--- config.mk ---
export PLATFORM = sky130hd
export DESIGN_NAME = exe_stage
export DESIGN_NICKNAME = d
export VERILOG_FILES = /design/src/rtl/exe_pkg.sv /design/src/rtl/exe_operand_sel.sv /design/src/rtl/exe_alu.sv /design/src/rtl/exe_cond_unit.sv /design/src/rtl/exe_pc_sel.sv /design/src/rtl/exe_stage.sv
export SDC_FILE = /design/constraint.sdc
export NUM_CORES = 1
export LEC_CHECK = 0
export ABC_AREA = 1
export BUFFER_PORTS_ARGS = -buffer_cell sky130_fd_sc_hd__buf_4
export CORE_ASPECT_RATIO = 1.25
export CORE_MARGIN = 2
export CORE_UTILIZATION = 30
export DETAILED_ROUTE_END_ITERATION = 12
export GPL_TIMING_DRIVEN = 0
export HOLD_SLACK_MARGIN = 0.02
export PLACE_DENSITY_LB_ADDON = 0.15
export SLEW_MARGIN = 15
export SYNTH_ARGS = -nofsm -noshare
export SYNTH_HDL_FRONTEND = slang
export SYNTH_SLANG_ARGS = --single-unit
--- constraint.sdc ---
create_clock -name clk -period 4.74 [get_ports clk]
set_input_delay 0.948 -clock clk [delete_from_list [all_inputs] [get_ports clk]]
set_output_delay 0.948 -clock clk [all_outputs]
set_load 0.005 [all_outputs]
--- src/rtl/exe_pkg.sv ---
package exe_pkg;
  localparam int CODE_W = 4;

  localparam logic [CODE_W-1:0] IC_HALT  = 4'd0;
  localparam logic [CODE_W-1:0] IC_NOP   = 4'd1;
  localparam logic [CODE_W-1:0] IC_RRMOV = 4'd2;
  localparam logic [CODE_W-1:0] IC_IRMOV = 4'd3;
  localparam logic [CODE_W-1:0] IC_STORE = 4'd4;
  localparam logic [CODE_W-1:0] IC_LOAD  = 4'd5;
  localparam logic [CODE_W-1:0] IC_ALUOP = 4'd6;
  localparam logic [CODE_W-1:0] IC_JUMP  = 4'd7;
  localparam logic [CODE_W-1:0] IC_CALL  = 4'd8;
  localparam logic [CODE_W-1:0] IC_RET   = 4'd9;
  localparam logic [CODE_W-1:0] IC_PUSH  = 4'd10;
  localparam logic [CODE_W-1:0] IC_POP   = 4'd11;

  typedef enum logic [1:0] {
    FN_ADD = 2'd0,
    FN_SUB = 2'd1,
    FN_AND = 2'd2,
    FN_XOR = 2'd3
  } alu_fn_e;

  localparam logic [CODE_W-1:0] JC_ALWAYS = 4'd0;
  localparam logic [CODE_W-1:0] JC_LE     = 4'd1;
  localparam logic [CODE_W-1:0] JC_LT     = 4'd2;
  localparam logic [CODE_W-1:0] JC_EQ     = 4'd3;
  localparam logic [CODE_W-1:0] JC_NE     = 4'd4;
  localparam logic [CODE_W-1:0] JC_GE     = 4'd5;
  localparam logic [CODE_W-1:0] JC_GT     = 4'd6;

  typedef struct packed {
    logic zf;
    logic sf;
    logic of;
  } flags_t;

  localparam flags_t FLAGS_RESET = '{zf: 1'b1, sf: 1'b0, of: 1'b0};
endpackage

--- src/rtl/exe_operand_sel.sv ---
module exe_operand_sel
  import exe_pkg::*;
#(
  parameter int DW        = 32,
  parameter int STACK_STEP = 4
) (
  input  logic [CODE_W-1:0] icode,
  input  logic [1:0]        op_code,
  input  logic [DW-1:0]     val_a,
  input  logic [DW-1:0]     val_b,
  input  logic [DW-1:0]     val_c,
  output logic [DW-1:0]     opnd_a,
  output logic [DW-1:0]     opnd_b,
  output alu_fn_e           alu_fn,
  output logic              load_flags
);
  localparam logic [DW-1:0] STEP_POS = DW'(STACK_STEP);
  localparam logic [DW-1:0] STEP_NEG = ~STEP_POS + {{(DW-1){1'b0}}, 1'b1};

  always_comb begin
    unique case (icode)
      IC_RRMOV, IC_ALUOP:          opnd_a = val_a;
      IC_IRMOV, IC_STORE, IC_LOAD: opnd_a = val_c;
      IC_CALL, IC_PUSH:            opnd_a = STEP_NEG;
      IC_RET, IC_POP:              opnd_a = STEP_POS;
      default:                     opnd_a = '0;
    endcase
  end

  always_comb begin
    unique case (icode)
      IC_STORE, IC_LOAD, IC_ALUOP,
      IC_CALL, IC_PUSH, IC_RET, IC_POP: opnd_b = val_b;
      default:                          opnd_b = '0;
    endcase
  end

  always_comb begin
    load_flags = (icode == IC_ALUOP);
    alu_fn     = load_flags ? alu_fn_e'(op_code) : FN_ADD;
  end
endmodule

--- src/rtl/exe_alu.sv ---
module exe_alu
  import exe_pkg::*;
#(
  parameter int DW = 32
) (
  input  logic [DW-1:0] opnd_a,
  input  logic [DW-1:0] opnd_b,
  input  alu_fn_e       alu_fn,
  output logic [DW-1:0] result,
  output flags_t        flags
);
  localparam int MSB = DW - 1;

  logic [DW-1:0] sum_w;
  logic [DW-1:0] dif_w;
  logic          ovf_add;
  logic          ovf_sub;

  always_comb begin
    sum_w   = opnd_b + opnd_a;
    dif_w   = opnd_b - opnd_a;
    // operands of equal sign, result sign differs from them
    ovf_add = (opnd_a[MSB] == opnd_b[MSB]) && (sum_w[MSB] != opnd_b[MSB]);
    // operands of opposite sign, result sign differs from the minuend
    ovf_sub = (opnd_a[MSB] != opnd_b[MSB]) && (dif_w[MSB] != opnd_b[MSB]);
  end

  always_comb begin
    flags.of = 1'b0;
    unique case (alu_fn)
      FN_ADD: begin result = sum_w; flags.of = ovf_add; end
      FN_SUB: begin result = dif_w; flags.of = ovf_sub; end
      FN_AND: result = opnd_a & opnd_b;
      FN_XOR: result = opnd_a ^ opnd_b;
      default: result = sum_w;
    endcase
    flags.zf = (result == '0);
    flags.sf = result[MSB];
  end
endmodule

--- src/rtl/exe_cond_unit.sv ---
module exe_cond_unit
  import exe_pkg::*;
(
  input  logic              clk,
  input  logic              rst_n,
  input  logic              load_flags,
  input  flags_t            flags_in,
  input  logic              is_jump,
  input  logic [CODE_W-1:0] cond_code,
  output flags_t            flags_q,
  output logic              taken
);
  logic lt_w;
  logic cond_w;

  always_ff @(posedge clk or negedge rst_n) begin
    if (!rst_n)          flags_q <= FLAGS_RESET;
    else if (load_flags) flags_q <= flags_in;
  end

  always_comb begin
    lt_w = flags_q.sf ^ flags_q.of;
    unique case (cond_code)
      JC_ALWAYS: cond_w = 1'b1;
      JC_LE:     cond_w = lt_w | flags_q.zf;
      JC_LT:     cond_w = lt_w;
      JC_EQ:     cond_w = flags_q.zf;
      JC_NE:     cond_w = ~flags_q.zf;
      JC_GE:     cond_w = ~lt_w;
      JC_GT:     cond_w = ~lt_w & ~flags_q.zf;
      default:   cond_w = 1'b0;
    endcase
    taken = is_jump & cond_w;
  end
endmodule

--- src/rtl/exe_pc_sel.sv ---
module exe_pc_sel
  import exe_pkg::*;
#(
  parameter int DW = 32
) (
  input  logic [CODE_W-1:0] icode,
  input  logic              taken,
  input  logic [DW-1:0]     val_c,
  input  logic [DW-1:0]     val_p,
  input  logic [DW-1:0]     val_m,
  output logic [DW-1:0]     next_pc
);
  always_comb begin
    if (icode == IC_CALL)                next_pc = val_c;
    else if (icode == IC_JUMP && taken)  next_pc = val_c;
    else if (icode == IC_RET)            next_pc = val_m;
    else                                 next_pc = val_p;
  end
endmodule

--- src/rtl/exe_stage.sv ---
module exe_stage
  import exe_pkg::*;
#(
  parameter int DW         = 32,
  parameter int STACK_STEP = 4
) (
  input  logic              clk,
  input  logic              rst_n,
  input  logic [CODE_W-1:0] icode,
  input  logic [CODE_W-1:0] ifun,
  input  logic [DW-1:0]     val_a,
  input  logic [DW-1:0]     val_b,
  input  logic [DW-1:0]     val_c,
  input  logic [DW-1:0]     val_p,
  input  logic [DW-1:0]     val_m,
  output logic [DW-1:0]     val_e,
  output logic              br_taken,
  output logic [DW-1:0]     next_pc
);
  logic [DW-1:0] opnd_a;
  logic [DW-1:0] opnd_b;
  alu_fn_e       alu_fn;
  logic          load_flags;
  flags_t        alu_flags;
  flags_t        cc_q;
  logic          taken;

  exe_operand_sel #(.DW(DW), .STACK_STEP(STACK_STEP)) u_opsel (
    .icode      (icode),
    .op_code    (ifun[1:0]),
    .val_a      (val_a),
    .val_b      (val_b),
    .val_c      (val_c),
    .opnd_a     (opnd_a),
    .opnd_b     (opnd_b),
    .alu_fn     (alu_fn),
    .load_flags (load_flags)
  );

  exe_alu #(.DW(DW)) u_alu (
    .opnd_a (opnd_a),
    .opnd_b (opnd_b),
    .alu_fn (alu_fn),
    .result (val_e),
    .flags  (alu_flags)
  );

  exe_cond_unit u_cond (
    .clk        (clk),
    .rst_n      (rst_n),
    .load_flags (load_flags),
    .flags_in   (alu_flags),
    .is_jump    (icode == IC_JUMP),
    .cond_code  (ifun),
    .flags_q    (cc_q),
    .taken      (taken)
  );

  exe_pc_sel #(.DW(DW)) u_pcsel (
    .icode   (icode),
    .taken   (taken),
    .val_c   (val_c),
    .val_p   (val_p),
    .val_m   (val_m),
    .next_pc (next_pc)
  );

  assign br_taken = taken;
endmodule

# Word level (Yosys, flattened, before mapping)
# Cells that the tools add are included.
# word_totals
register_bits	3
wordCells	56
in_bits	170
output_inout_bits	65
# classes
n_addsub	2
bitwise	8
n_mux	9
n_reduce_logical	11
eq_ne	23
# op_table
operator	count
$pmux W32 S4	2
$mux W32	4
$add A32 B32 Y32	1
$and A32 B32 Y32	1
$logic_not A32 Y1	1
$sub A32 B32 Y32	1
$xor A32 B32 Y32	1
$eq A4 B3 Y1 const B	7
$eq A4 B2 Y1 const B	4
$eq A4 B4 Y1 const B	4
$pmux W1 S7	1
$reduce_or A7 Y1	1
$reduce_or A2 Y1	3
$eq A2 B2 Y1 const B	2
$eq A4 B1 Y1 const B	1
$logic_not A4 Y1	1
$logic_and A1 B1 Y1	3
$ne A1 B1 Y1	3
$reduce_or A3 Y1	1
$and A1 B1 Y1	2
$eq A2 B1 Y1 const B	1
$logic_not A2 Y1	1
$mux W2	1
$not A1 Y1	2
other kinds (4)	4

# Depth between registers and ports, before layout
# depth
word_depth	8
ltp_mapped	29

# Hierarchy
# From an unflattened synthesis, not the netlist that was laid out.
# unflattened
hier_cells	1658
area_unflattened_um2	7975.1
# modules_own_cells
mod	instances	cells_per_inst	seq_area_each_um2	area_per_inst_um2
exe_alu	1	1198	0.0	5844.4
exe_pc_sel	1	228	0.0	1068.5
exe_operand_sel	1	194	0.0	839.6
exe_cond_unit	1	34	76.3	205.2
exe_stage	1	4	0.0	17.5

# Worst setup path before layout
# OpenSTA, ideal clock, no wires.
# synth_timing
kind	input to output
from	input icode[0]
to	output val_e[30]
t_arrival_ps	3417
n_path_buf	1
setup_slack_ps	375
required_ps	3792
path_stages	20
path_cell_list	inv_2 nand2_4 nor2_1 clkbuf_1 nand2_1 o21ai_0 ha_1 inv_1 fa_1 inv_1 nand3_2 nand2_4 nand2_1 nand2_1 nand2_1 nand2_1 nand2_1 nand3_1 nand3_1 and2_1
# synth_between
elab_chain_cells	5
# synth_rtl
item	line	rtl
start, declared	exe_stage.sv:9	input logic [CODE_W-1:0] icode,
$eq A4 B2 Y1 (tied with other cells)	exe_operand_sel.sv:21	unique case (icode)
$reduce_or A3 Y1 (tied with other cells)	exe_operand_sel.sv:21	
$pmux W32 S4 or $mux W32 (tied branches)	exe_operand_sel.sv:21, exe_operand_sel.sv:31	
$sub A32 B32 Y32 (tied with other cells)	exe_alu.sv:21	dif_w = opnd_b - opnd_a;
$pmux W32 S4 *	exe_alu.sv:30	unique case (alu_fn)
end, declared	exe_stage.sv:16	output logic [DW-1:0] val_e,
# Every way passes the cells marked *; elsewhere a longest branch is shown, timed or not.

# Worst setup path after layout
# layout_timing
from	input icode[3]
to	output val_e[22]
# The elaborated chain is that of the path after synthesis.

==> impl_metrics.py <==
metrics = {
    "die": {
        "die-width_um": 151.3,
        "die_y_um": 188.2,
        "core_um2": 26740,
        "ios": 235,
        "rows": 67,
        "initial_utilization_pct": 30.44,
        "dieArea_um2": 28480,
    },
    "worst_setup_path": {
        "critPathRequiredTime_ns": 3.79,
        "rr_worst_depth": 2,
        "startpoint_type": "input port",
        "critPathMaxFanout": 5,
        "crit_arrival_ns": 3.73,
        "path_class": "in2out",
        "critPathCaptureType": "output pin",
    },
    "pwr": {
        "ir_worst_vdd_v": 0.00008780,
        "switching_share_pct": 54.26,
        "p_switching_uw": 989.6,
        "p_seq_share_pct": 1.7,
        "p_leak_uw": 0.006810,
        "combPwrFrac_pct": 90.8,
        "internal_power_uw": 834.2,
        "power.density_nw_per_um2": 150.4,
        "clockPowerShare_pct": 7.4,
    },
    "synthesis": {
        "yosysSeqAreaShare_pct": 0.9376,
        "synth_cell_types": 46,
        "synth_edf_count": 0,
        "synth_flop_cell": "dfrtp_1",
        "async_flop_share_pct": 100.0,
        "yosys-top-cells-count": "nand2_1, inv_1, nor2_1",
        "synthTopCellsByArea": "nand2_1, inv_1, ha_1, nand3_1, nor2_1",
        "synth_warnings": 0,
        "synth_cells": 1637,
        "yosysTopAreaCell": "nand2_1",
        "ys_ff_latch": 3,
        "syn_nets": 1879,
        "synth_area_um2": 8140,
        "synth.top_cell.area_share_pct": 22.73,
        "synth.avg_cell_area_um2": 4.973,
        "yosysMostFrequentCell": "nand2_1",
    },
    "timing": {
        "rsz0062_at_grt": "yes",
        "hold_viol_final": 0,
        "worst_pin_slew_ns": 0.5867,
        "slew_headroom_pct": 60.78,
        "whs_ns": 0.4832,
        "min_period_ns": 4.678,
        "report.final.slew_viol_count": 0,
        "finClkSkew_ns": 0,
        "setup_viol": 0,
        "max_freq_mhz": 213.8,
        "worst_slack_ns": 0.06164,
        "period_share_pct": 98.70,
        "tns_ns": 0,
    },
    "clock_network": {
        "clk_latency_ns": 0.22,
        "clock-root-buffer": "clkbuf_16",
        "clk_pin_slew_ns": 0.03,
        "cts_buffer_depth": 2,
        "htree_num_levels": 1,
        "cts.sinks": 3,
        "cts_tree": "built",
        "numCtsBuffers": 3,
    },
    "route": {
        "wl_per_cell_um": 17.14,
        "drt_first_pass_iters": 6,
        "drt-vias-per-instance": 4.924,
        "wl_um": 38820,
        "postRouteAntennaNets": 0,
        "vias": 11150,
        "drtIter0Drc": 614,
        "route.detailed.drc": 0,
    },
    "flow_run": {
        "drv_cap": 0,
    },
    "run_status": {
        "status": "finished clean",
    },
    "finish": {
        "final_cell_count_no_fill": 2265,
        "drive_gt1_share_pct": 33.80,
        "ff_latch_area_um2": 76.32,
        "fillers": 2960,
        "final_cell_area_um2": 12130,
        "largest_reg_flops": 3,
        "multi_input_area_um2": 7525,
        "largest_registers": "u_cond.flags_q x3",
        "regMostFlops": "u_cond.flags_q",
        "layout.nets": 2163,
        "n_antenna_cell": 0,
        "area_delta_synth_final_pct": 48.97,
    },
    "place": {
        "place_inst": 2215,
        "pre_cts_ws_ns": -0.9225,
        "hpwlAfterDp_um": 32640,
        "port_buffers": 233,
        "post_dp_cell_area_um2": 10320,
        "gp_congestion": 0.9479,
    },
    "grt": {
        "grt_pass1_vias": 9974,
        "antenna_found_initial": 1,
        "grt.total_usage_pct": 24.85,
        "grt_pass1_wl_um": 54800,
        "grt-ovfl-total": 0,
        "grt_max_degree": 11,
    },
    "worst_hold_path": {
        "hold_depth": 2,
        "hp-class": "reg2reg",
    },
}
## cells by family after synthesis
family / Yosys count / share of synthesized area [%]
AND/OR/NAND/NOR: 879 / 47.00
XOR/XNOR: 4 / 0.4305
AO/OA/AOI/OAI: 247 / 18.67
buffers and inverters: 432 / 21.70
adder cells (fa/ha/maj): 72 / 11.25
flip-flops: 3 / 0.9377
## critical path, cell delays in order
cell and delay [ns]:
buf_4 0.15, inv_4 0.09, nor2_4 0.06, buf_4 0.14, a21oi_4 0.17, buf_12 0.16
buf_4 0.19, nor2_2 0.08, ha_1 0.37, nand2_2 0.13, nor2_2 0.17, and2_1 0.15
nand2_1 0.06, nand2_2 0.15, nand2_2 0.07, nand2_1 0.07, nand2_1 0.06, nand3_2 0.09
nand2_1 0.10, nor2_4 0.14, inv_1 0.05, buf_4 0.12
## cell usage in the layout (no fill, tap or decap), types with 6 or more instances in the layout
cell      Yosys  final
inv_1       357    340
nand3_1     122    108
nand2_1     493    452
o211ai_1     32     32
o21ai_1      35     40
o22ai_1      14     13
and2_1        7      7
buf_6        15     21
ha_4          0     28
inv_2        26     38
a21oi_1      82     55
nand4_1      19     19
nor2_2       20     47
a221oi_1      6      6
nand3_2       2     15
buf_4         5    279
ha_1         70     34
nor2_4        5     31
buf_2        11     11
ha_2          0      8
a21oi_2       8     31
nand2_4       5     15
nand3b_1     14     14
o21a_4        0     13
clkbuf_1     16      7
nor2_1      145     92
nand2_2      29     59
o21a_1       28     10
o21ai_0      26     18
## power groups by stage
| stage | registers, uW | logic [uW] | clock network (uW) |
|---|---|---|---|
| 6_report | 31.8 | 1660 | 135 |
| 5_1_grt | 32.3 | 1800 | 138 |
| 4_1_cts | 31.8 | 1420 | 135 |
| 3_5_place_dp | 32.0 | 1350 | 0 |
| 3_3_place_gp | 31.8 | 1340 | 0 |
| 2_1_floorplan | 31.4 | 845 | 0 |
## through the flow
| stage | total power, uW | utilization, % |
|---|---|---|
| 6_report | 1824 | 45.35 |
| 3_5_place_dp | 1382 | 38.60 |
| 2_1_floorplan | 876.5 | - |
| 4_1_cts | 1590 | 40.60 |
| 5_1_grt | 1974 | 45.35 |
| 3_3_place_gp | 1375 | 38.60 |
## metal layers
layer	wire (um)	track usage (%)	up-vias
li1	-	-	5654
met1	15910	31.45	5059
met2	19630	44.99	346
met3	1535	0.4116	92
met4	1725	8.375	2
met5	13	0	-
## timing repair
| action | in CTS | in global routing |
|---|---|---|
| pin swaps | 7 | 50 |
| endpoints found under the setup margin | 32 | 23 |
| gates cloned | 0 | 5 |
| setup buffers | 7 | 34 |
| hold buffers | 0 | 0 |
| endpoints found under the hold margin | 0 | 0 |
| resized for setup | 104 | 256 |
## layout make-up
cell class,count,share of cell area [%]
buffer,48,3.642
timing repair buffer,279,17.44
multi-input combinational,1202,62.05
inverter,384,12.03
sequential,3,0.6294
tap,345,3.560
clock buffer,4,0.6500
## path summary, 6_finish.rpt
path / start / to / slack (ns)
min: u_cond.flags_q[2] / u_cond.flags_q[2] / 0.48
min reg2reg: u_cond.flags_q[2] / u_cond.flags_q[2] / 0.48
min in group asynchronous: rst_n / u_cond.flags_q[0] / 0.51
max in group asynchronous: rst_n / u_cond.flags_q[2] / 4.05
max reg2reg: u_cond.flags_q[2] / u_cond.flags_q[2] / 4.03
max: icode[3] / val_e[22] / 0.06
No activity file was read; power rests on OpenSTA's default activity.
